<file path="config.mk">
export PLATFORM = sky130hd
export DESIGN_NAME = sqwave_timer
export DESIGN_NICKNAME = d
export VERILOG_FILES = /design/src/rtl/sqt_pkg.sv /design/src/rtl/sqt_regif.sv /design/src/rtl/sqt_core.sv /design/src/rtl/sqwave_timer.sv
export SDC_FILE = /design/constraint.sdc
export NUM_CORES = 1
export LEC_CHECK = 0
export BUFFER_PORTS_ARGS = -buffer_cell sky130_fd_sc_hd__buf_2
export CAP_MARGIN = 20
export CORE_ASPECT_RATIO = 1.25
export CORE_MARGIN = 1.5
export CORE_UTILIZATION = 50
export DETAILED_ROUTE_END_ITERATION = 7
export GPL_TIMING_DRIVEN = 0
export PLACE_DENSITY = 0.67
export SYNTH_ARGS = -nofsm -noshare
export SYNTH_HDL_FRONTEND = slang
export SYNTH_SLANG_ARGS = --single-unit
</file>
<file path="constraint.sdc">
create_clock -name clk -period 5.11 [get_ports clk]
set_input_delay 0.7665 -clock clk [delete_from_list [all_inputs] [get_ports clk]]
set_output_delay 0.7665 -clock clk [all_outputs]
set_load 0.05 [all_outputs]
</file>
<file path="src/rtl/sqt_pkg.sv">
package sqt_pkg;

  localparam int BYTE_W = 8;

  typedef struct packed {
    logic [1:0] chan;
    logic [1:0] access;
    logic [2:0] opmode;
    logic       decimal;
  } sqt_ctrl_t;

  localparam logic [1:0] CHAN_ZERO   = 2'b00;
  localparam logic [1:0] ACCESS_LOHI = 2'b11;
  localparam logic [2:0] OP_SQUARE   = 3'b011;

  // Only channel zero, low-then-high access and square wave are built;
  // the decimal bit is deliberately left out of the match.
  function automatic logic ctrl_supported(sqt_ctrl_t c);
    return (c.chan == CHAN_ZERO) && (c.access == ACCESS_LOHI) &&
           (c.opmode == OP_SQUARE);
  endfunction

endpackage

</file>
<file path="src/rtl/sqt_regif.sv">
module sqt_regif
  import sqt_pkg::*;
#(
  parameter int ADDR_W    = 2,
  parameter int CTRL_ADDR = 3,
  parameter int DATA_ADDR = 0,
  localparam int CNT_W    = 2 * BYTE_W
) (
  input  logic              clk,
  input  logic              rst_n,
  input  logic              wr_en,
  input  logic [ADDR_W-1:0] addr,
  input  logic [BYTE_W-1:0] wdata,
  output logic              ctrl_accept,
  output logic              count_commit,
  output logic [CNT_W-1:0]  count_val
);

  localparam logic [ADDR_W-1:0] CTRL_SEL = ADDR_W'(CTRL_ADDR);
  localparam logic [ADDR_W-1:0] DATA_SEL = ADDR_W'(DATA_ADDR);

  logic              hi_next;
  logic [BYTE_W-1:0] lo_q;
  logic              ctrl_hit;
  logic              data_hit;

  assign ctrl_hit     = wr_en && (addr == CTRL_SEL);
  assign data_hit     = wr_en && (addr == DATA_SEL);
  assign ctrl_accept  = ctrl_hit && ctrl_supported(sqt_ctrl_t'(wdata));
  assign count_commit = data_hit && hi_next;
  assign count_val    = {wdata, lo_q};

  always_ff @(posedge clk or negedge rst_n) begin
    if (!rst_n) begin
      hi_next <= 1'b0;
      lo_q    <= '0;
    end else if (ctrl_accept) begin
      hi_next <= 1'b0;
    end else if (data_hit) begin
      if (!hi_next) lo_q <= wdata;
      hi_next <= ~hi_next;
    end
  end

  p_ptr_cleared_r8: assert property (@(posedge clk) disable iff (!rst_n)
    ctrl_accept |=> !hi_next);

  p_low_first_r3: assert property (@(posedge clk) disable iff (!rst_n)
    (data_hit && !hi_next && !ctrl_accept) |=> (hi_next && lo_q == $past(wdata)));

  p_pair_done_r3: assert property (@(posedge clk) disable iff (!rst_n)
    count_commit |=> !hi_next);

endmodule

</file>
<file path="src/rtl/sqt_core.sv">
module sqt_core #(
  parameter int CNT_W = 16,
  localparam int EXT_W = CNT_W + 1
) (
  input  logic             clk,
  input  logic             rst_n,
  input  logic             tb_en,
  input  logic             ctrl_accept,
  input  logic             count_commit,
  input  logic [CNT_W-1:0] count_val,
  output logic             wave,
  output logic             tick
);

  // Effective period: 0 means the full range, 1 is raised to 2.
  function automatic logic [EXT_W-1:0] eff_count(logic [CNT_W-1:0] n);
    if (n == '0)               return EXT_W'(1) << CNT_W;
    else if (n == CNT_W'(1))   return EXT_W'(2);
    else                       return {1'b0, n};
  endfunction

  function automatic logic [CNT_W-1:0] high_len(logic [CNT_W-1:0] n);
    logic [EXT_W-1:0] e, h;
    e = eff_count(n);
    h = e - (e >> 1);
    return h[CNT_W-1:0];
  endfunction

  function automatic logic [CNT_W-1:0] low_len(logic [CNT_W-1:0] n);
    logic [EXT_W-1:0] e, l;
    e = eff_count(n);
    l = e >> 1;
    return l[CNT_W-1:0];
  endfunction

  logic             running;
  logic [CNT_W-1:0] rem_q;
  logic             wave_q;
  logic             tick_q;
  logic [CNT_W-1:0] reload_q;

  // Named internal events.
  logic             tick_go;
  logic             phase_end;
  logic             rise_evt;
  logic             start_evt;
  logic [CNT_W-1:0] reload_nx;

  assign tick_go   = running && tb_en && !ctrl_accept;
  assign phase_end = tick_go && (rem_q == CNT_W'(1));
  assign rise_evt  = phase_end && !wave_q;
  assign start_evt = count_commit && !running && !ctrl_accept;
  assign reload_nx = count_commit ? count_val : reload_q;

  always_ff @(posedge clk or negedge rst_n) begin
    if (!rst_n) begin
      running  <= 1'b0;
      rem_q    <= '0;
      wave_q   <= 1'b1;
      tick_q   <= 1'b0;
      reload_q <= '0;
    end else if (ctrl_accept) begin
      running <= 1'b0;
      rem_q   <= '0;
      wave_q  <= 1'b1;
      tick_q  <= 1'b0;
    end else begin
      tick_q <= rise_evt;
      if (count_commit) reload_q <= count_val;
      if (start_evt) begin
        running <= 1'b1;
        rem_q   <= high_len(count_val);
      end else if (phase_end) begin
        wave_q <= ~wave_q;
        rem_q  <= wave_q ? low_len(reload_nx) : high_len(reload_nx);
      end else if (tick_go) begin
        rem_q <= rem_q - CNT_W'(1);
      end
    end
  end

  assign wave = wave_q;
  assign tick = tick_q;

  p_tick_on_rise_r10: assert property (@(posedge clk) disable iff (!rst_n)
    tick_q |-> (wave_q && !$past(wave_q)));

  p_rise_ticks_r10: assert property (@(posedge clk) disable iff (!rst_n)
    rise_evt |=> (tick_q && wave_q));

  p_ctrl_halts_r8: assert property (@(posedge clk) disable iff (!rst_n)
    ctrl_accept |=> (wave_q && !running && !tick_q));

  p_quiet_r11: assert property (@(posedge clk) disable iff (!rst_n)
    (!tb_en && !ctrl_accept) |=> $stable(wave_q));

  p_rem_live_r4: assert property (@(posedge clk) disable iff (!rst_n)
    running |-> (rem_q != '0));

  p_idle_high_r1: assert property (@(posedge clk) disable iff (!rst_n)
    !running |-> wave_q);

endmodule

</file>
<file path="src/rtl/sqwave_timer.sv">
module sqwave_timer
  import sqt_pkg::*;
#(
  parameter int ADDR_W    = 2,
  parameter int CTRL_ADDR = 3,
  parameter int DATA_ADDR = 0
) (
  input  logic              clk,
  input  logic              rst_n,
  input  logic              tb_en,
  input  logic [ADDR_W-1:0] bus_addr,
  input  logic              bus_wr,
  input  logic [BYTE_W-1:0] bus_wdata,
  output logic              wave_out,
  output logic              tick_pulse
);

  localparam int CNT_W = 2 * BYTE_W;

  logic             ctrl_accept;
  logic             count_commit;
  logic [CNT_W-1:0] count_val;

  sqt_regif #(
    .ADDR_W   (ADDR_W),
    .CTRL_ADDR(CTRL_ADDR),
    .DATA_ADDR(DATA_ADDR)
  ) i_regif (
    .clk         (clk),
    .rst_n       (rst_n),
    .wr_en       (bus_wr),
    .addr        (bus_addr),
    .wdata       (bus_wdata),
    .ctrl_accept (ctrl_accept),
    .count_commit(count_commit),
    .count_val   (count_val)
  );

  sqt_core #(
    .CNT_W(CNT_W)
  ) i_core (
    .clk         (clk),
    .rst_n       (rst_n),
    .tb_en       (tb_en),
    .ctrl_accept (ctrl_accept),
    .count_commit(count_commit),
    .count_val   (count_val),
    .wave        (wave_out),
    .tick        (tick_pulse)
  );

endmodule

</file>
==> flow_summary.json <==
{
  "p_leak_uw": 0.00200,
  "dr.pass1.iters": 5,
  "start_util": 0.510,
  "netlist_instances": 507,
  "ant_nets": 0,
  "final_cell_area_um2": 4580,
  "critPathMaxFanout": 10,
  "grt_pass1_wl_um": 17800,
  "path_clk_slew_ns": 0.10,
  "routed_wire_length_per_instance_um": 17.9,
  "grt_max_degree": 45,
  "end_kind": "flip-flop",
  "dp_hpwl_um": 8740,
  "antenna_cells": 0,
  "crit_required_ns": 5.30,
  "cts_made_buffers": 5,
  "slew_viol_final": 0,
  "grt_pass1_vias": 3668,
  "vias": 3789,
  "cts-root-buf": "clkbuf_8",
  "cts_max_level": 2,
  "synth_seq_cells": 44,
  "clkLatencyLatePin_ns": 0.31,
  "cts_tree": "done",
  "combPwrFrac": 0.682,
  "period_needed_ns": 4.89,
  "track_usage": 0.257,
  "cts_sinks": 44,
  "hold_viol": 0,
  "max_slew_margin": 0.436,
  "fin_worst_skew_ns": 0.0117,
  "outcome": "completed",
  "nets": 579,
  "routed_wl_um": 11300,
  "dieWidth_um": 84.6,
  "fp.dieH_um": 105,
  "synthesis.nets": 552,
  "power_switching_uw": 1490,
  "drc": 0,
  "clock_power_share": 0.097,
  "io_buffers": 14,
  "drive_gt1_frac": 0.144,
  "pwr-share-seq": 0.221,
  "synthFlopType": "dfrtp_1",
  "powerDensity_nw_per_um2": 670,
  "hold_buffers": 0,
  "place_area_um2": 4350,
  "fillers": 763,
  "cp_data_arrival_time_ns": 5.08,
  "final_cell_mix": "nor2_1, inv_1, dfrtp_1, nand2_1, o21ai_0",
  "gp_congestion": 0.887,
  "ir_drop_v": 0.000380,
  "setup_tns_ns": 0,
  "max_cap_violations": 0,
  "ys_warn_count": 0,
  "synth_edf_count": 0,
  "cts_buffer_depth": 2,
  "synth.distinct_cells": 65,
  "layout.cells.non_filler": 632,
  "core.rowCount": 37,
  "yosysSeqAreaShare": 0.265,
  "io_pins": 16,
  "avgViaCountPerCell": 6.00,
  "swShare": 0.484,
  "clock.fmax_ghz": 0.204,
  "fin_crit_sh": 0.957,
  "internal_power_uw": 1580,
  "critPathLaunchType": "primary input",
  "worstSetupPathType": "primary input to flip-flop",
  "fp.coreArea_um2": 8150,
  "die_area_um2": 8870,
  "area_growth_pct": 10.1,
  "worstMarginPinSlew_ns": 0.843,
  "syn_avg_cell_area_um2": 8.20,
  "setup_viol_count_final": 0,
  "antenna_found_initial": 0,
  "rsz0062_at_grt": "false",
  "placed_cells": 618,
  "overflow": 0,
  "netlist_area_um2": 4160,
  "drt_iter0_drc": 348,
  "ys_async_sr_fraction": 1.00,
  "final_common_cell": "nor2_1",
  "hp-class": "primary input to asynchronous set/reset pin"
}
==> layout make-up <==
class	instances	area (um^2)	area share
buffer	30	185	0.0405
sequential	44	1100	0.241
clock buffer	6	82.6	0.0180
clock inverter	2	38.8	0.00848
timing repair buffer	20	128	0.0279
multi-input combinational	385	2740	0.598
tap	97	121	0.0265
inverter	48	180	0.0394
==> power groups by stage <==
stage / combinational, uW / clock [uW] / sequential [uW]
4_1_cts: 1980 / 303 / 663
2_1_floorplan: 1530 / 0 / 622
5_1_grt: 2290 / 313 / 692
6_report: 2090 / 297 / 677
3_5_place_dp: 1970 / 0 / 671
3_3_place_gp: 1920 / 0 / 664
==> flip-flops by register name, indices dropped and copies added (netlist names) <==
| name | count |
|---|---|
| i_core.reload_q | 16 |
| i_core.tick | 1 |
| i_regif.lo_q | 8 |
| i_core.rem_q | 16 |
| i_core.wave | 1 |
| i_regif.hi_next | 1 |
| i_core.running | 1 |
==> per-layer routing <==
layer	global-route usage	vias to the layer above	wire [um]
met1	0.320	1790	4800
met4	0.116	0	468
met3	0.0284	29	489
met5	0	-	0
met2	0.443	128	5550
li1	-	1842	-
==> worst max-delay path, cell delays in order <==
cell and delay [ns]:
buf_2 0.11, and4bb_1 0.27, buf_6 0.17, buf_12 0.16, buf_12 0.14, mux2i_1 0.40, nand4_1 0.13, or3_4 0.36
o21a_1 0.22, inv_1 0.11, ha_1 0.18, fa_1 0.23, nor2b_1 0.06, o21ai_0 0.24, a21o_1 0.23, a211oi_2 0.08
o41ai_2 0.35, o21ai_1 0.19, xnor2_1 0.22, nor2_1 0.06, a311oi_1 0.25, o21ai_0 0.13
==> cells by family (layout without fill, tap and decap cells) <==
logic type      after synthesis  after routing  synth area share
compound gates              129            129             0.200
xor+xnor                     34             34            0.0716
fa+ha+maj                    31             31            0.0969
buf+inv                      78            106            0.0879
flops                        44             44             0.265
mux                          31             31            0.0870
simple gates                160            160             0.191
==> metrics by stage <==
stage                     setup slack (ns)  hold WS [ns]  power [uW]   util
after CTS                            0.165         0.516        2950  0.549
after detailed placement            -0.145         0.493        2640  0.534
after global placement             -0.0836         0.486        2580  0.534
final                                0.217         0.298        3070  0.562
after floorplan                      0.469         0.467        2160      -
after global routing               0.00671         0.305        3290  0.562
==> synth_stat cells, types with 2 or more instances <==
library cell  instances  area share
a211oi_1              4      0.0072
a21o_1                8       0.014
a21oi_1              27       0.033
a221oi_1              4      0.0084
a22oi_1               6       0.011
a311oi_1              2      0.0042
a31oi_1               9       0.014
and2_1                4      0.0060
buf_12                2      0.0096
buf_2                 2      0.0024
buf_4                 2      0.0036
buf_6                 3      0.0081
clkbuf_1             19       0.017
clkbuf_4              2      0.0036
dfrtp_1              43        0.26
fa_1                  2      0.0096
ha_1                 29       0.087
inv_1                45       0.041
inv_2                 3      0.0027
mux2_2               11       0.030
mux2_4                2      0.0072
mux2i_1              13       0.031
mux2i_2               4       0.013
nand2_1              42       0.038
nand2b_1              6      0.0090
nand3_1               8      0.0096
nand3b_1              2      0.0036
nand4_1               6      0.0090
nor2_1               50       0.045
nor2b_1               8       0.012
nor3_1               11       0.013
nor4_1                7       0.011
o2111ai_1             2      0.0042
o211ai_1             10       0.018
o21a_1                5      0.0090
o21ai_0              34       0.041
o21ai_1               3      0.0036
o22ai_1               3      0.0045
o31ai_1               2      0.0036
or2_2                 2      0.0030
or3_1                 3      0.0045
or4_1                 2      0.0036
xnor2_1              21       0.044
xor2_1               13       0.027
==> worst paths after layout <==
path                                                  from                              end  slack, ns  cells past startpoint
setup / recovery                               bus_addr[0]     i_core.rem_q[12]$_DFFE_PN0P_       0.22                     22
hold / removal                                       rst_n      i_core.rem_q[3]$_DFFE_PN0P_       0.30                      1
setup reg to reg               i_regif.hi_next$_DFFE_PN0P_     i_core.rem_q[12]$_DFFE_PN0P_       0.46                     21
hold reg to reg            i_core.reload_q[13]$_DFFE_PN0N_  i_core.reload_q[13]$_DFFE_PN0N_       0.51                      1
max in group asynchronous                            rst_n      i_regif.lo_q[7]$_DFFE_PN0P_       4.33                      2
min in group clk           i_core.reload_q[13]$_DFFE_PN0N_  i_core.reload_q[13]$_DFFE_PN0N_       0.51                      1
==> what timing repair did <==
| action | in CTS | in global routing |
|---|---|---|
| endpoints found under the setup margin | 0 | 6 |
| setup buffers | 0 | 5 |
| gates resized for setup | 0 | 9 |
(Power assumes the default switching activity.)
